### config.mk
export PLATFORM = sky130hd
export DESIGN_NAME = vxl_tlb
export DESIGN_NICKNAME = d
export VERILOG_FILES = /design/src/rtl/vxl_tlb_pkg.sv /design/src/rtl/vxl_tlb_slot.sv /design/src/rtl/vxl_tlb_rr.sv /design/src/rtl/vxl_tlb_guard.sv /design/src/rtl/vxl_tlb.sv
export SDC_FILE = /design/constraint.sdc
export NUM_CORES = 1
export LEC_CHECK = 0
export ABC_AREA = 1
export BUFFER_PORTS_ARGS = -buffer_cell sky130_fd_sc_hd__buf_2
export CAP_MARGIN = 5
export CORE_ASPECT_RATIO = 2
export CORE_MARGIN = 2
export CORE_UTILIZATION = 55
export DETAILED_ROUTE_END_ITERATION = 16
export HOLD_SLACK_MARGIN = 0.12
export MAX_ROUTING_LAYER = met4
export PLACE_DENSITY = 0.73
export SKIP_CTS_REPAIR_TIMING = 1
export SYNTH_ARGS = -nofsm -noshare
export SYNTH_HDL_FRONTEND = slang
export SYNTH_SLANG_ARGS = --single-unit
### constraint.sdc
create_clock -name clk -period 4.8 [get_ports clk]
set_input_delay 0.48 -clock clk [delete_from_list [all_inputs] [get_ports clk]]
set_output_delay 0.48 -clock clk [all_outputs]
set_load 0.005 [all_outputs]
### src/rtl/vxl_tlb_pkg.sv
package vxl_tlb_pkg;

   // permission bit positions inside an entry's perm field
   localparam int PERM_W = 7;
   localparam int P_R = 0;
   localparam int P_W = 1;
   localparam int P_X = 2;
   localparam int P_A = 5;
   localparam int P_D = 6;

   // memory attribute bit positions
   localparam int ATTR_W = 6;
   localparam int M_RD  = 0;
   localparam int M_WR  = 1;
   localparam int M_EX  = 2;
   localparam int M_AMO = 3;

   // page size encoded by the level field
   localparam logic [1:0] LVL_1G = 2'd0;
   localparam logic [1:0] LVL_2M = 2'd1;

   typedef enum logic [1:0] {
      ACC_LD   = 2'b00,
      ACC_ST   = 2'b01,
      ACC_IF   = 2'b10,
      ACC_NONE = 2'b11
   } acc_e;

endpackage

### src/rtl/vxl_tlb_slot.sv
module vxl_tlb_slot
   import vxl_tlb_pkg::*;
#(
   parameter int SEG_W = 9,
   parameter int PPN_W = 44,
   localparam int VPN_W = 3 * SEG_W
) (
   input  logic              clk,
   input  logic              rst_n,
   input  logic              flush,
   input  logic              wr_en,
   input  logic [VPN_W-1:0]  wr_vpn,
   input  logic [PPN_W-1:0]  wr_ppn,
   input  logic [1:0]        wr_lvl,
   input  logic [PERM_W-1:0] wr_perm,
   input  logic              wr_pf,
   input  logic [ATTR_W-1:0] wr_attr,
   input  logic [VPN_W-1:0]  lk_vpn,
   output logic              hit,
   output logic [PPN_W-1:0]  out_ppn,
   output logic [PERM_W-1:0] out_perm,
   output logic              out_pf,
   output logic [ATTR_W-1:0] out_attr
);

   logic              vld_q;
   logic [VPN_W-1:0]  tag_q;
   logic [PPN_W-1:0]  ppn_q;
   logic [1:0]        lvl_q;
   logic [PERM_W-1:0] perm_q;
   logic              pf_q;
   logic [ATTR_W-1:0] attr_q;

   always_ff @(posedge clk or negedge rst_n) begin
      if (!rst_n)      vld_q <= 1'b0;
      else if (flush)  vld_q <= 1'b0;
      else if (wr_en)  vld_q <= 1'b1;
   end

   always_ff @(posedge clk) begin
      if (wr_en) begin
         tag_q  <= wr_vpn;
         ppn_q  <= wr_ppn;
         lvl_q  <= wr_lvl;
         perm_q <= wr_perm;
         pf_q   <= wr_pf;
         attr_q <= wr_attr;
      end
   end

   logic top_eq, mid_eq, low_eq;
   assign top_eq = tag_q[3*SEG_W-1:2*SEG_W] == lk_vpn[3*SEG_W-1:2*SEG_W];
   assign mid_eq = tag_q[2*SEG_W-1:SEG_W]   == lk_vpn[2*SEG_W-1:SEG_W];
   assign low_eq = tag_q[SEG_W-1:0]         == lk_vpn[SEG_W-1:0];

   // level 0 needs the top field, level 1 adds the middle one, larger levels need all three
   assign hit = vld_q && top_eq
                && ((lvl_q == LVL_1G) || mid_eq)
                && ((lvl_q <= LVL_2M) || low_eq);

   always_comb begin
      case (lvl_q)
         LVL_1G:  out_ppn = {ppn_q[PPN_W-1:2*SEG_W], lk_vpn[2*SEG_W-1:0]};
         LVL_2M:  out_ppn = {ppn_q[PPN_W-1:SEG_W],   lk_vpn[SEG_W-1:0]};
         default: out_ppn = ppn_q;
      endcase
   end

   assign out_perm = perm_q;
   assign out_pf   = pf_q;
   assign out_attr = attr_q;

endmodule

### src/rtl/vxl_tlb_rr.sv
module vxl_tlb_rr #(
   parameter int ENTRIES = 8,
   localparam int IW = $clog2(ENTRIES)
) (
   input  logic               clk,
   input  logic               rst_n,
   input  logic               flush,
   input  logic               fill,
   output logic [ENTRIES-1:0] wr_sel
);

   logic [IW-1:0] ptr_q;
   logic          go;

   assign go = fill && !flush;

   generate
      if ((1 << IW) == ENTRIES) begin : g_pow2
         always_ff @(posedge clk or negedge rst_n) begin
            if (!rst_n)  ptr_q <= '0;
            else if (go) ptr_q <= ptr_q + 1'b1;
         end
      end else begin : g_wrap
         always_ff @(posedge clk or negedge rst_n) begin
            if (!rst_n)  ptr_q <= '0;
            else if (go) ptr_q <= (ptr_q == IW'(ENTRIES - 1)) ? '0 : ptr_q + 1'b1;
         end
      end
   endgenerate

   always_comb begin
      wr_sel = '0;
      if (go) wr_sel[ptr_q] = 1'b1;
   end

endmodule

### src/rtl/vxl_tlb_guard.sv
module vxl_tlb_guard
   import vxl_tlb_pkg::*;
(
   input  logic [2:0] cmd,
   input  logic       hit,
   input  logic       pf_mark,
   input  logic       p_r,
   input  logic       p_w,
   input  logic       p_x,
   input  logic       p_a,
   input  logic       p_d,
   input  logic       m_rd,
   input  logic       m_wr,
   input  logic       m_ex,
   input  logic       m_amo,
   output logic       pf_ld,
   output logic       pf_st,
   output logic       pf_if,
   output logic       af_ld,
   output logic       af_st,
   output logic       af_if
);

   acc_e cls;
   logic is_ld, is_st, is_if, atom;

   assign cls   = acc_e'(cmd[1:0]);
   assign atom  = cmd[2];
   assign is_ld = hit && (cls == ACC_LD);
   assign is_st = hit && (cls == ACC_ST);
   assign is_if = hit && (cls == ACC_IF);

   assign pf_ld = is_ld && (pf_mark || !p_r || !p_a);
   assign pf_st = is_st && (pf_mark || !p_w || !p_a || !p_d);
   assign pf_if = is_if && (pf_mark || !p_x);

   assign af_ld = is_ld && (!m_rd || (atom && !m_amo));
   assign af_st = is_st && (!m_wr || (atom && !m_amo));
   assign af_if = is_if && !m_ex;

endmodule

### src/rtl/vxl_tlb.sv
module vxl_tlb
   import vxl_tlb_pkg::*;
#(
   parameter int ENTRIES = 8,
   parameter int SEG_W   = 9,
   parameter int PPN_W   = 44,
   parameter int OFF_W   = 12
) (
   input  logic                          clk,
   input  logic                          rst_n,
   input  logic                          req_valid,
   input  logic [3*SEG_W+OFF_W-1:0]      req_vaddr,
   input  logic [2:0]                    req_cmd,
   input  logic                          fill_valid,
   input  logic [3*SEG_W-1:0]            fill_vpn,
   input  logic [PPN_W-1:0]              fill_ppn,
   input  logic [1:0]                    fill_level,
   input  logic [6:0]                    fill_perm,
   input  logic                          fill_pf,
   input  logic [5:0]                    fill_attr,
   input  logic                          flush,
   output logic                          rsp_valid,
   output logic [PPN_W+OFF_W-1:0]        rsp_paddr,
   output logic                          rsp_miss,
   output logic                          rsp_pf_ld,
   output logic                          rsp_pf_st,
   output logic                          rsp_pf_if,
   output logic                          rsp_af_ld,
   output logic                          rsp_af_st,
   output logic                          rsp_af_if,
   output logic [6:0]                    rsp_perm,
   output logic [5:0]                    rsp_attr
);

   localparam int VPN_W = 3 * SEG_W;
   localparam int VA_W  = VPN_W + OFF_W;
   localparam int PA_W  = PPN_W + OFF_W;

   generate
      if (ENTRIES < 2) begin : g_bad_entries
         $error("vxl_tlb: ENTRIES must be at least 2");
      end
      if (PPN_W < 2 * SEG_W + 1) begin : g_bad_ppn
         $error("vxl_tlb: PPN_W must exceed two VPN fields");
      end
      if (PERM_W != 7 || ATTR_W != 6) begin : g_bad_pkg
         $error("vxl_tlb: package field widths do not match the ports");
      end
   endgenerate

   logic [VPN_W-1:0]  lk_vpn;
   logic [ENTRIES-1:0] wr_sel;
   logic [ENTRIES-1:0] hit_v;
   logic [PPN_W-1:0]  s_ppn  [ENTRIES];
   logic [PERM_W-1:0] s_perm [ENTRIES];
   logic              s_pf   [ENTRIES];
   logic [ATTR_W-1:0] s_attr [ENTRIES];

   assign lk_vpn = req_vaddr[VA_W-1:OFF_W];

   vxl_tlb_rr #(.ENTRIES(ENTRIES)) u_rr (
      .clk    (clk),
      .rst_n  (rst_n),
      .flush  (flush),
      .fill   (fill_valid),
      .wr_sel (wr_sel)
   );

   generate
      for (genvar i = 0; i < ENTRIES; i++) begin : g_slot
         vxl_tlb_slot #(.SEG_W(SEG_W), .PPN_W(PPN_W)) u_slot (
            .clk      (clk),
            .rst_n    (rst_n),
            .flush    (flush),
            .wr_en    (wr_sel[i]),
            .wr_vpn   (fill_vpn),
            .wr_ppn   (fill_ppn),
            .wr_lvl   (fill_level),
            .wr_perm  (fill_perm),
            .wr_pf    (fill_pf),
            .wr_attr  (fill_attr),
            .lk_vpn   (lk_vpn),
            .hit      (hit_v[i]),
            .out_ppn  (s_ppn[i]),
            .out_perm (s_perm[i]),
            .out_pf   (s_pf[i]),
            .out_attr (s_attr[i])
         );
      end
   endgenerate

   // lowest-numbered matching slot wins
   logic              any_hit;
   logic [PPN_W-1:0]  sel_ppn;
   logic [PERM_W-1:0] sel_perm;
   logic              sel_pf;
   logic [ATTR_W-1:0] sel_attr;

   always_comb begin
      any_hit  = 1'b0;
      sel_ppn  = '0;
      sel_perm = '0;
      sel_pf   = 1'b0;
      sel_attr = '0;
      for (int i = 0; i < ENTRIES; i++) begin
         if (hit_v[i] && !any_hit) begin
            any_hit  = 1'b1;
            sel_ppn  = s_ppn[i];
            sel_perm = s_perm[i];
            sel_pf   = s_pf[i];
            sel_attr = s_attr[i];
         end
      end
   end

   logic g_pf_ld, g_pf_st, g_pf_if, g_af_ld, g_af_st, g_af_if;

   vxl_tlb_guard u_guard (
      .cmd     (req_cmd),
      .hit     (req_valid && any_hit),
      .pf_mark (sel_pf),
      .p_r     (sel_perm[P_R]),
      .p_w     (sel_perm[P_W]),
      .p_x     (sel_perm[P_X]),
      .p_a     (sel_perm[P_A]),
      .p_d     (sel_perm[P_D]),
      .m_rd    (sel_attr[M_RD]),
      .m_wr    (sel_attr[M_WR]),
      .m_ex    (sel_attr[M_EX]),
      .m_amo   (sel_attr[M_AMO]),
      .pf_ld   (g_pf_ld),
      .pf_st   (g_pf_st),
      .pf_if   (g_pf_if),
      .af_ld   (g_af_ld),
      .af_st   (g_af_st),
      .af_if   (g_af_if)
   );

   always_ff @(posedge clk or negedge rst_n) begin
      if (!rst_n) begin
         rsp_valid <= 1'b0;
         rsp_paddr <= '0;
         rsp_miss  <= 1'b0;
         rsp_pf_ld <= 1'b0;
         rsp_pf_st <= 1'b0;
         rsp_pf_if <= 1'b0;
         rsp_af_ld <= 1'b0;
         rsp_af_st <= 1'b0;
         rsp_af_if <= 1'b0;
         rsp_perm  <= '0;
         rsp_attr  <= '0;
      end else begin
         rsp_valid <= req_valid;
         rsp_miss  <= req_valid && !any_hit;
         rsp_pf_ld <= g_pf_ld;
         rsp_pf_st <= g_pf_st;
         rsp_pf_if <= g_pf_if;
         rsp_af_ld <= g_af_ld;
         rsp_af_st <= g_af_st;
         rsp_af_if <= g_af_if;
         if (req_valid && any_hit) begin
            rsp_paddr <= PA_W'({sel_ppn, req_vaddr[OFF_W-1:0]});
            rsp_perm  <= sel_perm;
            rsp_attr  <= sel_attr;
         end else begin
            rsp_paddr <= '0;
            rsp_perm  <= '0;
            rsp_attr  <= '0;
         end
      end
   end

endmodule

==> results of run 1 <==
-- metrics by stage --
stage | cell area, um2 | hold WS (ns)
floorplan | 32910 | 0.1844
global placement | 34820 | 0.5118
detailed placement | 34820 | 0.5267
CTS | 37070 | -0.005712
global route | 37220 | 0.1276
finish | 37230 | 0.1374
-- layout make-up --
type | instances | area, um2 | share of cell area
flip-flops and latches | 784 | 23100 | 0.6206
multi-input cells | 1567 | 8406 | 0.2258
repair buffers | 281 | 1797 | 0.04826
inverters | 184 | 698.2 | 0.01875
clock inverters | 39 | 405.4 | 0.01089
well taps | 768 | 960.9 | 0.02581
diodes | 9 | 22.52 | 0.0006050
clock buffers | 85 | 1837 | 0.04934
-- flip-flops by register name, summed over array words and instances, names as in the netlist, 3 cells and up --
register,cells
g_slot.u_slot.out_pf,8
rsp_paddr,56
u_rr.ptr_q,3
g_slot.u_slot.vld_q,8
g_slot.u_slot.out_attr,48
g_slot.u_slot.out_perm,56
g_slot.u_slot.ppn_q,352
rsp_perm,7
g_slot.u_slot.tag_q,216
g_slot.u_slot.lvl_q,16
rsp_attr,6
-- routing by layer --
metal,vias up,global-route usage
li1,9887,-
met1,10710,0.3554
met2,1180,0.5295
met3,337,0.05172
met4,0,0.1872
met5,-,-
-- synth_stat cells (12+ instances only) --
| cell | instances |
|---|---|
| edfxtp_1 | 696 |
| nand2_1 | 507 |
| nor2_1 | 209 |
| o21ai_0 | 154 |
| inv_1 | 152 |
| a21oi_1 | 114 |
| nand3_1 | 111 |
| dfrtp_1 | 88 |
| xor2_1 | 88 |
| xnor2_1 | 52 |
| o211ai_1 | 50 |
| nor3_1 | 44 |
| buf_2 | 41 |
| buf_4 | 31 |
| clkbuf_1 | 31 |
| a221oi_1 | 28 |
| inv_2 | 22 |
| nand4_1 | 19 |
| o22ai_1 | 19 |
| buf_6 | 17 |
| o21a_1 | 16 |
| a22o_1 | 15 |
| o21ai_1 | 12 |
-- where the power goes --
group	leakage, nW	total [mW]	internal, mW	switching, mW
clock network	1.09	5.56	3.08	2.48
registers	7.51	7.90	7.80	0.105
logic	5.13	0.946	0.235	0.711
-- logic make-up after synthesis --
family	Yosys count
AOI/OAI and AO/OA	462
DFF	784
and+or+nand+nor	963
adders and majority gates	1
xor gates and xnor gates	141
buffers and inverters	310
-- worst max-delay path by stage --
| stage | depth (start not counted) | from | slack (ns) | to |
|---|---|---|---|---|
| after floorplan | 6 | flush | -0.59 | g_slot[0].u_slot.lvl_q[0]$_DFFE_PP_ |
| after global placement | 19 | req_vaddr[22] | 0.64 | rsp_paddr[23]$_DFF_PN0_ |
| after CTS | 16 | g_slot[1].u_slot.lvl_q[1]$_DFFE_PP_ | 1.20 | rsp_pf_st$_DFF_PN0_ |
| after detailed placement | 19 | req_vaddr[22] | 0.74 | rsp_paddr[23]$_DFF_PN0_ |
| final | 16 | g_slot[1].u_slot.lvl_q[1]$_DFFE_PP_ | 1.07 | rsp_pf_st$_DFF_PN0_ |
| after global routing | 15 | g_slot[1].u_slot.lvl_q[1]$_DFFE_PP_ | 0.95 | rsp_attr[3]$_DFF_PN0_ |
==> metrics.yaml, run 1 <==
outcome: "finished, final reports clean"
yosys_warnings: 0
hold_end: "g_slot[7].u_slot.ppn_q[28]$_DFFE_PP_"
worstHoldStart: "fill_ppn[28]"
gr-total-overflow: 0
synth_cell_types: 63
finalPower_mw: 14.41
timing.final.crit_share: 0.7780
leakage_nw: 13.72
n_fill_cell: 4510
final_common_cell: "edfxtp_1"
grt_pass1_vias: 22260
wl_met2_um: 47600
die_x_um: 176.9
antenna_found_initial: 9
initialDrtViolationCount: 2215
tightestPinTransition_ns: 1.050
fin_util: 0.6297
start_util: 0.5565
yosys.area_share.adder: 0.0003803
synthMuxAreaShare: 0
max_freq_ghz: 0.2678
synth_top_family_by_area: "simple AND/OR/NAND/NOR gates"
maxCapViolations: 0
setup_ws_ns: 1.066
drv_slew: 0
fin_tns_setup_ns: 0
num_rows: 126
detail-route-antenna-nets: 0
cts_root_buf: "clkbuf_16"
synth-simple-area-share: 0.1272
fin_crit_ns: 3.734
chipHeight_um: 349.9
post-place-ws_ns: 0.7388
avgSynthCellArea_um2: 12.36
yosysTopAreaCellShare: 0.6352
grt_max_degree: 73
routedWlPerCell_um: 25.34
area_growth_pct: 13.15
crit_buf_inv: 5
synth_area_leader_cell: "edfxtp_1"
synth_edf_count: 696
synth_xor_area_frac: 0.03776
viasPerCell: 5.950
routed-wl-met3_um: 7470
relSlewSlack: 0.2998
critPathArrivalTime_ns: 4.24
core_area_um2: 59120
hp-class: "input pin to flop"
max_stage_delay_ns: 0.61
synth_compound_area_frac: 0.08781
start_kind: "flop"
synth-seq-cells: 784
irDropWorstVdd_mv: 0.3747
final_cells: 3717
clock-sinks: 784
crit_family: "buffers and inverters"
synth_cells: 2661
cts_tree: "built"
wl_met1_um: 33040
cp_common_cell: "nand2_1"
cp_slowest_cell: "buf_4"
critical_path_class: "flop to flop"
r2r_setup_slack_ns: 1.07
drc: 0
port_buffers: 210
async_flop_share: 0.1122
rr_worst_depth: 16
clkLatencyLatePin_ns: 0.61
cts_htree_levels: 3
drive_gt1_frac: 0.1558
grt_pass1_wl_um: 137900
hold_depth: 1
cts_buffers: 67
pwr_density_cell_nw_per_um2: 387.0
fin_nets: 3020
ys_top_cells_by_area: "edfxtp_1 64%, dfrtp_1 6.7%, nand2_1 5.8%"
num_vias: 22120
final_cell_mix: "696 x edfxtp_1, 507 x nand2_1, 209 x buf_2, 200 x nor2_1, 154 x o21ai_0"
syn-cell-area_um2: 32900
path_max_fanout: 50
post-place-cells: 3570
die_area_um2: 61910
setup-violations-final: 0
highest_layer: "met4"
syn-num-nets: 2796
finalClockSkew_ns: 0.03322
routed_wl_um: 94190
ys.flop_type: "edfxtp_1"
reg2reg_to: "rsp_pf_st$_DFF_PN0_"
gp_congestion: 0.9692
timing_hold_violations_final: 0
r2r-start: "g_slot[1].u_slot.lvl_q[1]$_DFFE_PP_"
firstDrtPassIters: 6
cp.required_ns: 5.30
clkTransAtPathRegs_ns: 0.07
yosysSeqAreaShare: 0.7022
grt_setup_unrepaired: "false"
clk_path_buf_depth: 3
dp_hpwl_um: 60640
track_usage: 0.3163
io_pins: 211
cp_cell_sequence: "nor2_1 -> buf_4 -> clkinv_1 -> nand2_1 -> nand3_2 -> nand3_4 -> nor2_8 -> nand4_4 -> buf_4 -> o21ai_0 -> inv_1 -> nand2_1 -> a21oi_1 -> nand4_1 -> nand2_1 -> inv_1"
worstSetupEndpointType: "flop"
Power figures use the tool's default switching activity.
==> run 2: changes to the inputs <==
==> constraint.sdc (replaced) <==
create_clock -name clk -period 3 [get_ports clk]
set_input_delay 0.3 -clock clk [delete_from_list [all_inputs] [get_ports clk]]
set_output_delay 0.3 -clock clk [all_outputs]
set_load 0.005 [all_outputs]
==> run 2 against run 1 <==
Net effect:
- die area is the same
- worst setup slack got worse by 1.0 ns
- non-clock buffer count grew 229
==> metrics.yaml, run 2 (same netlist as run 1, synthesis figures left out) <==
outcome: "finished, final reports clean"
drc: 0
combPwrFrac: 0.077
grt_max_degree: 64
clkTransAtPathRegs_ns: 0.07
core_area_um2: 59120
setup-violations-final: 0
top_regs: "g_slot.u_slot.ppn_q (352), g_slot.u_slot.tag_q (216)"
num_vias: 23040
critical_path_class: "flop to flop"
antenna_found_initial: 6
cts_htree_levels: 3
gr-total-overflow: 0
critPathArrivalTime_ns: 3.45
cp.required_ns: 3.51
switchingPower_mw: 5.285
final_common_cell: "edfxtp_1"
grt_pass1_vias: 23020
die_area_um2: 61910
irDropWorstVdd_mv: 0.5779
tightestPinTransition_ns: 0.7662
cp_common_cell: "buf_4"
place_area_um2: 36190
drv_slew: 0
cts_tree: "built"
grt_pass1_wl_um: 139700
die_x_um: 176.9
post-place-cells: 3702
initialDrtViolationCount: 2246
hp-class: "input pin to asynchronous set/reset pin"
path_max_fanout: 15
fin_nets: 3248
fin_hold_ws_ns: 0.2980
start_util: 0.5565
detail-route-antenna-nets: 0
port_buffers: 210
cp_cell_sequence: "xor2_1 -> nor3_1 -> buf_4 -> nand4_1 -> o21ai_1 -> buf_4 -> nand3_2 -> buf_4 -> nand4_4 -> nor2_1 -> nor2_4 -> buf_6 -> o21ai_0 -> a21oi_1"
power_switching_share: 0.2290
gp_congestion: 0.9870
clock-sinks: 784
pwr_density_cell_nw_per_um2: 583.1
viasPerCell: 5.848
drive_gt1_frac: 0.1879
largest_reg_flops: 352
start_kind: "flop"
fin_util: 0.6695
fin_tns_setup_ns: 0
timing_hold_violations_final: 0
routedWlPerCell_um: 24.44
relSlewSlack: 0.4892
max_stage_delay_ns: 0.38
final_cells: 3940
clk_path_buf_depth: 3
worstSetupEndpointType: "flop"
p_clk_frac: 0.375
firstDrtPassIters: 6
internal_power_mw: 17.79
num_rows: 126
io_pins: 211
track_usage: 0.3192
chipHeight_um: 349.9
leakage_nw: 14.86
cts_root_buf: "clkbuf_16"
final_cell_mix: "696 x edfxtp_1, 506 x nand2_1, 209 x buf_2, 198 x nor2_1, 152 x o21ai_0"
finalClockSkew_ns: 0.02019
clkLatencyLatePin_ns: 0.62
dp_hpwl_um: 63930
post-place-ws_ns: -0.2101
timing.final.crit_share: 0.9792
cts_buffers: 66
setup_ws_ns: 0.06234
area_growth_pct: 20.30
fin_crit_ns: 2.938
cp_slowest_cell: "edfxtp_1"
finalPower_mw: 23.08
routed_wl_um: 96290
design_area_um2: 39580
top_register: "g_slot.u_slot.ppn_q"
max_freq_ghz: 0.3404
maxCapViolations: 0
seqPwrFrac: 0.547
run 2: cell types whose count changed in the layout (fill, tap and decap cells not counted), moves of 4 or more:
cell / previous run / this run
clkbuf_1: 11 / 17
buf_4: 44 / 146
buf_12: 14 / 44
clkinv_2: 11 / 7
dlygate4sd3_1: 14 / 106
run 2: critical path, delay by kind of cell, from the launching register on:
family                 cells  cell delay, ns
buffers and inverters      4            0.78
AND/OR/NAND/NOR            6            0.92
flip-flops                 1            0.38
XOR/XNOR                   1            0.15
AO/OA/AOI/OAI              3            0.59
run 2: metal layers:
metal | wire length, um | vias to the layer above | global-route usage
li1 | - | 10310 | -
met1 | 32840 | 11210 | 0.3412
met2 | 49240 | 1191 | 0.5401
met3 | 7785 | 327 | 0.05976
met4 | 6432 | 0 | 0.2034
met5 | 0 | - | -
run 2: path summary, 6_finish.rpt:
check	from	endpoint	slack, ns	cells after the start
worst max-delay path	g_slot[5].u_slot.tag_q[10]$_DFFE_PP_	rsp_paddr[17]$_DFF_PN0_	0.06	14
worst min-delay path	rst_n	rsp_perm[2]$_DFF_PN0_	0.30	2
worst max register to register	g_slot[5].u_slot.tag_q[10]$_DFFE_PP_	rsp_paddr[17]$_DFF_PN0_	0.06	14
worst min register to register	g_slot[6].u_slot.ppn_q[22]$_DFFE_PP_	rsp_paddr[34]$_DFF_PN0_	0.54	2
max in group asynchronous	rst_n	u_rr.ptr_q[2]$_DFFE_PN0P_	1.91	3
min in group clk	req_vaddr[13]	rsp_paddr[13]$_DFF_PN0_	0.42	6
run 2: cell type report:
class | instances | area [um2]
diodes | 6 | 15.01
fillers | 4282 | 19540
multi-input cells | 1567 | 8481
clock inverters | 32 | 329.1
flip-flops and latches | 784 | 23100
inverters | 184 | 703.2
well taps | 768 | 960.9
repair buffers | 510 | 4168
clock buffers | 89 | 1821
run 2: power groups by stage:
stage	Clock [mW]	Combinational, mW	Sequential (mW)
global route	9.15	1.89	12.7
global placement	0	1.61	12.8
finish	8.66	1.78	12.6
detailed placement	0	1.64	12.9
floorplan	0	0.791	12.9
CTS	8.75	1.65	12.6
==> run 3: changes to the inputs <==
--- a/config.mk
+++ b/config.mk
@@ -11,11 +11,12 @@
 export CORE_ASPECT_RATIO = 2
 export CORE_MARGIN = 2
 export CORE_UTILIZATION = 55
+export CTS_CLUSTER_DIAMETER = 40
 export DETAILED_ROUTE_END_ITERATION = 16
 export HOLD_SLACK_MARGIN = 0.12
-export MAX_ROUTING_LAYER = met4
 export PLACE_DENSITY = 0.73
 export SKIP_CTS_REPAIR_TIMING = 1
 export SYNTH_ARGS = -nofsm -noshare
 export SYNTH_HDL_FRONTEND = slang
 export SYNTH_SLANG_ARGS = --single-unit
+export TNS_END_PERCENT = 100
==> run 3 against run 2 <==
Net effect:
- worst setup slack improved by 0.022 ns
- combinational power hardly changed
- highest routed layer is now met5
- via count grew 0.94%
- sequential power about the same
- non-clock buffer count grew 4
- design area down 0.11%
==> metrics.yaml, run 3 (same netlist as run 1, synthesis figures left out) <==
worstHoldStart: "fill_valid"
cp_cell_sequence: "xor2_1 -> nor3_2 -> buf_4 -> nand4_1 -> buf_4 -> o21ai_1 -> buf_4 -> nand3_2 -> buf_4 -> nand4_4 -> nor2_1 -> nor2_4 -> buf_6 -> clkbuf_16 -> o21ai_0 -> a21oi_1"
cts_root_buf: "clkbuf_16"
grt_max_degree: 68
gp_congestion: 0.9734
max_freq_ghz: 0.3430
switchingPower_mw: 5.331
combPwrFrac: 0.077
detail-route-antenna-nets: 0
track_usage: 0.3035
cp.required_ns: 3.53
r2r-start: "g_slot[5].u_slot.tag_q[10]$_DFFE_PP_"
grt_pass1_wl_um: 137400
use_met2: 0.5221
multi_input_area_um2: 8459
r2r_setup_slack_ns: 0.08
clk_path_buf_depth: 3
final_common_cell: "edfxtp_1"
die_x_um: 176.9
finalClockSkew_ns: 0.03095
grt_setup_unrepaired: "true"
maxCapViolations: 0
relSlewSlack: 0.3971
die_area_um2: 61910
hold_depth: 5
path_max_fanout: 16
top_register: "g_slot.u_slot.ppn_q"
timing_hold_violations_final: 0
cts_tree: "built"
initialDrtViolationCount: 2117
fin_util: 0.6687
largest_reg_flops: 352
grt_use_met1: 0.3432
viasPerCell: 5.902
irDropWorstVdd_mv: 0.5595
start_kind: "flop"
critical_path_class: "flop to flop"
port_buffers: 210
internal_power_mw: 17.77
hold_end: "u_rr.ptr_q[2]$_DFFE_PN0P_"
rr_worst_depth: 16
drc: 0
grt_busiest_layer: "met2"
finalPower_mw: 23.10
fin_nets: 3252
num_vias: 23260
routed_wl_um: 95440
design_area_um2: 39530
worstSetupEndpointType: "flop"
final_cell_mix: "696 x edfxtp_1, 503 x nand2_1, 209 x buf_2, 199 x nor2_1, 156 x buf_4"
clock-sinks: 784
routedWlPerCell_um: 24.22
power_switching_share: 0.2308
use_met3: 0.05259
hp-class: "input pin to flop"
top_regs: "g_slot.u_slot.ppn_q (352), g_slot.u_slot.tag_q (216)"
setup-violations-final: 0
io_pins: 211
drive_gt1_frac: 0.1909
grt_pass1_vias: 22960
clkLatencyLatePin_ns: 0.62
num_rows: 126
critPathArrivalTime_ns: 3.45
p_clk_frac: 0.376
chipHeight_um: 349.9
reg2reg_to: "rsp_paddr[34]$_DFF_PN0_"
regArea_um2: 23100
leakage_nw: 14.89
gr-total-overflow: 0
firstDrtPassIters: 9
drv_slew: 0
seqPwrFrac: 0.547
timing.final.crit_share: 0.9719
place_area_um2: 36220
crit_family: "buffers and inverters"
start_util: 0.5565
clkTransAtPathRegs_ns: 0.07
antenna_found_initial: 6
cts_buffers: 66
dp_hpwl_um: 63000
cts_htree_levels: 3
crit_buf_inv: 6
fin_tns_setup_ns: 0
max_stage_delay_ns: 0.39
area_growth_pct: 20.16
cp_common_cell: "buf_4"
core_area_um2: 59120
outcome: "finished, final reports clean"
cp_slowest_cell: "edfxtp_1"
pwr_density_cell_nw_per_um2: 584.3
fin_crit_ns: 2.916
tightestPinTransition_ns: 0.9044
n_fill_cell: 4245
## run 3: cell count changes in the layout (fill, tap and decap cells not counted), sizes merged
cell         before  now
dlygate4sd3     106  104
diode             6    4
buf             402  409
clkinv           25   26
clkinvlp          4    3
clkbuf           91   86
inv             182  185
## run 3: worst reg2reg max path, delay by kind of cell (launching register included)
family                 cells  cell delay [ns]
buffers and inverters      6             1.04
AND/OR/NAND/NOR            6             0.86
flip-flops                 1             0.39
AO/OA/AOI/OAI              3             0.39
XOR/XNOR                   1             0.16
## run 3: power by group through the flow
stage                     Sequential [mW]  Combinational [mW]  Clock [mW]
after global routing                 12.7                1.89        9.11
after CTS                            12.6                1.64        8.77
final                                12.6                1.78        8.69
after global placement               12.8                1.59           0
after detailed placement             12.9                1.63           0
after floorplan                      12.9               0.791           0
## run 3: layout make-up
cell class / count / area share
Antenna cell: 4 / 0.0002532
Clock buffer: 85 / 0.04538
Clock inverter: 35 / 0.009051
Inverter: 184 / 0.01779
Multi-Input combinational cell: 1567 / 0.2140
Sequential cell: 784 / 0.5844
Tap cell: 768 / 0.02431
Timing Repair Buffer: 514 / 0.1049
## run 3: worst max path at each step
stage	depth (start not counted)	endpoint	slack [ns]	from
after floorplan	6	g_slot[0].u_slot.lvl_q[0]$_DFFE_PP_	-0.80	flush
after global placement	16	rsp_paddr[15]$_DFF_PN0_	-0.07	req_vaddr[22]
after detailed placement	16	rsp_af_st$_DFF_PN0_	-0.17	req_vaddr[22]
after CTS	15	rsp_af_st$_DFF_PN0_	-0.08	g_slot[5].u_slot.tag_q[10]$_DFFE_PP_
after global routing	14	rsp_paddr[32]$_DFF_PN0_	-0.09	g_slot[6].u_slot.tag_q[1]$_DFFE_PP_
final	16	rsp_paddr[34]$_DFF_PN0_	0.08	g_slot[5].u_slot.tag_q[10]$_DFFE_PP_
## run 3: metal layers
metal | routed length [um] | vias up | share of wire
li1 | - | 10340 | -
met1 | 32710 | 11260 | 0.34
met2 | 48170 | 1261 | 0.50
met3 | 7708 | 389 | 0.081
met4 | 6816 | 6 | 0.071
met5 | 36 | - | 0.00038
## run 3: through the flow
stage | std cells | hold slack (ns) | setup slack (ns)
final | 3941 | 0.1139 | 0.08416
after global routing | 3939 | 0.1442 | -0.08673
after CTS | 3830 | -0.2115 | -0.08426
after detailed placement | 3710 | 0.4372 | -0.1718
after global placement | 3710 | 0.4297 | -0.07336
after floorplan | 2661 | 0.004409 | -0.7972
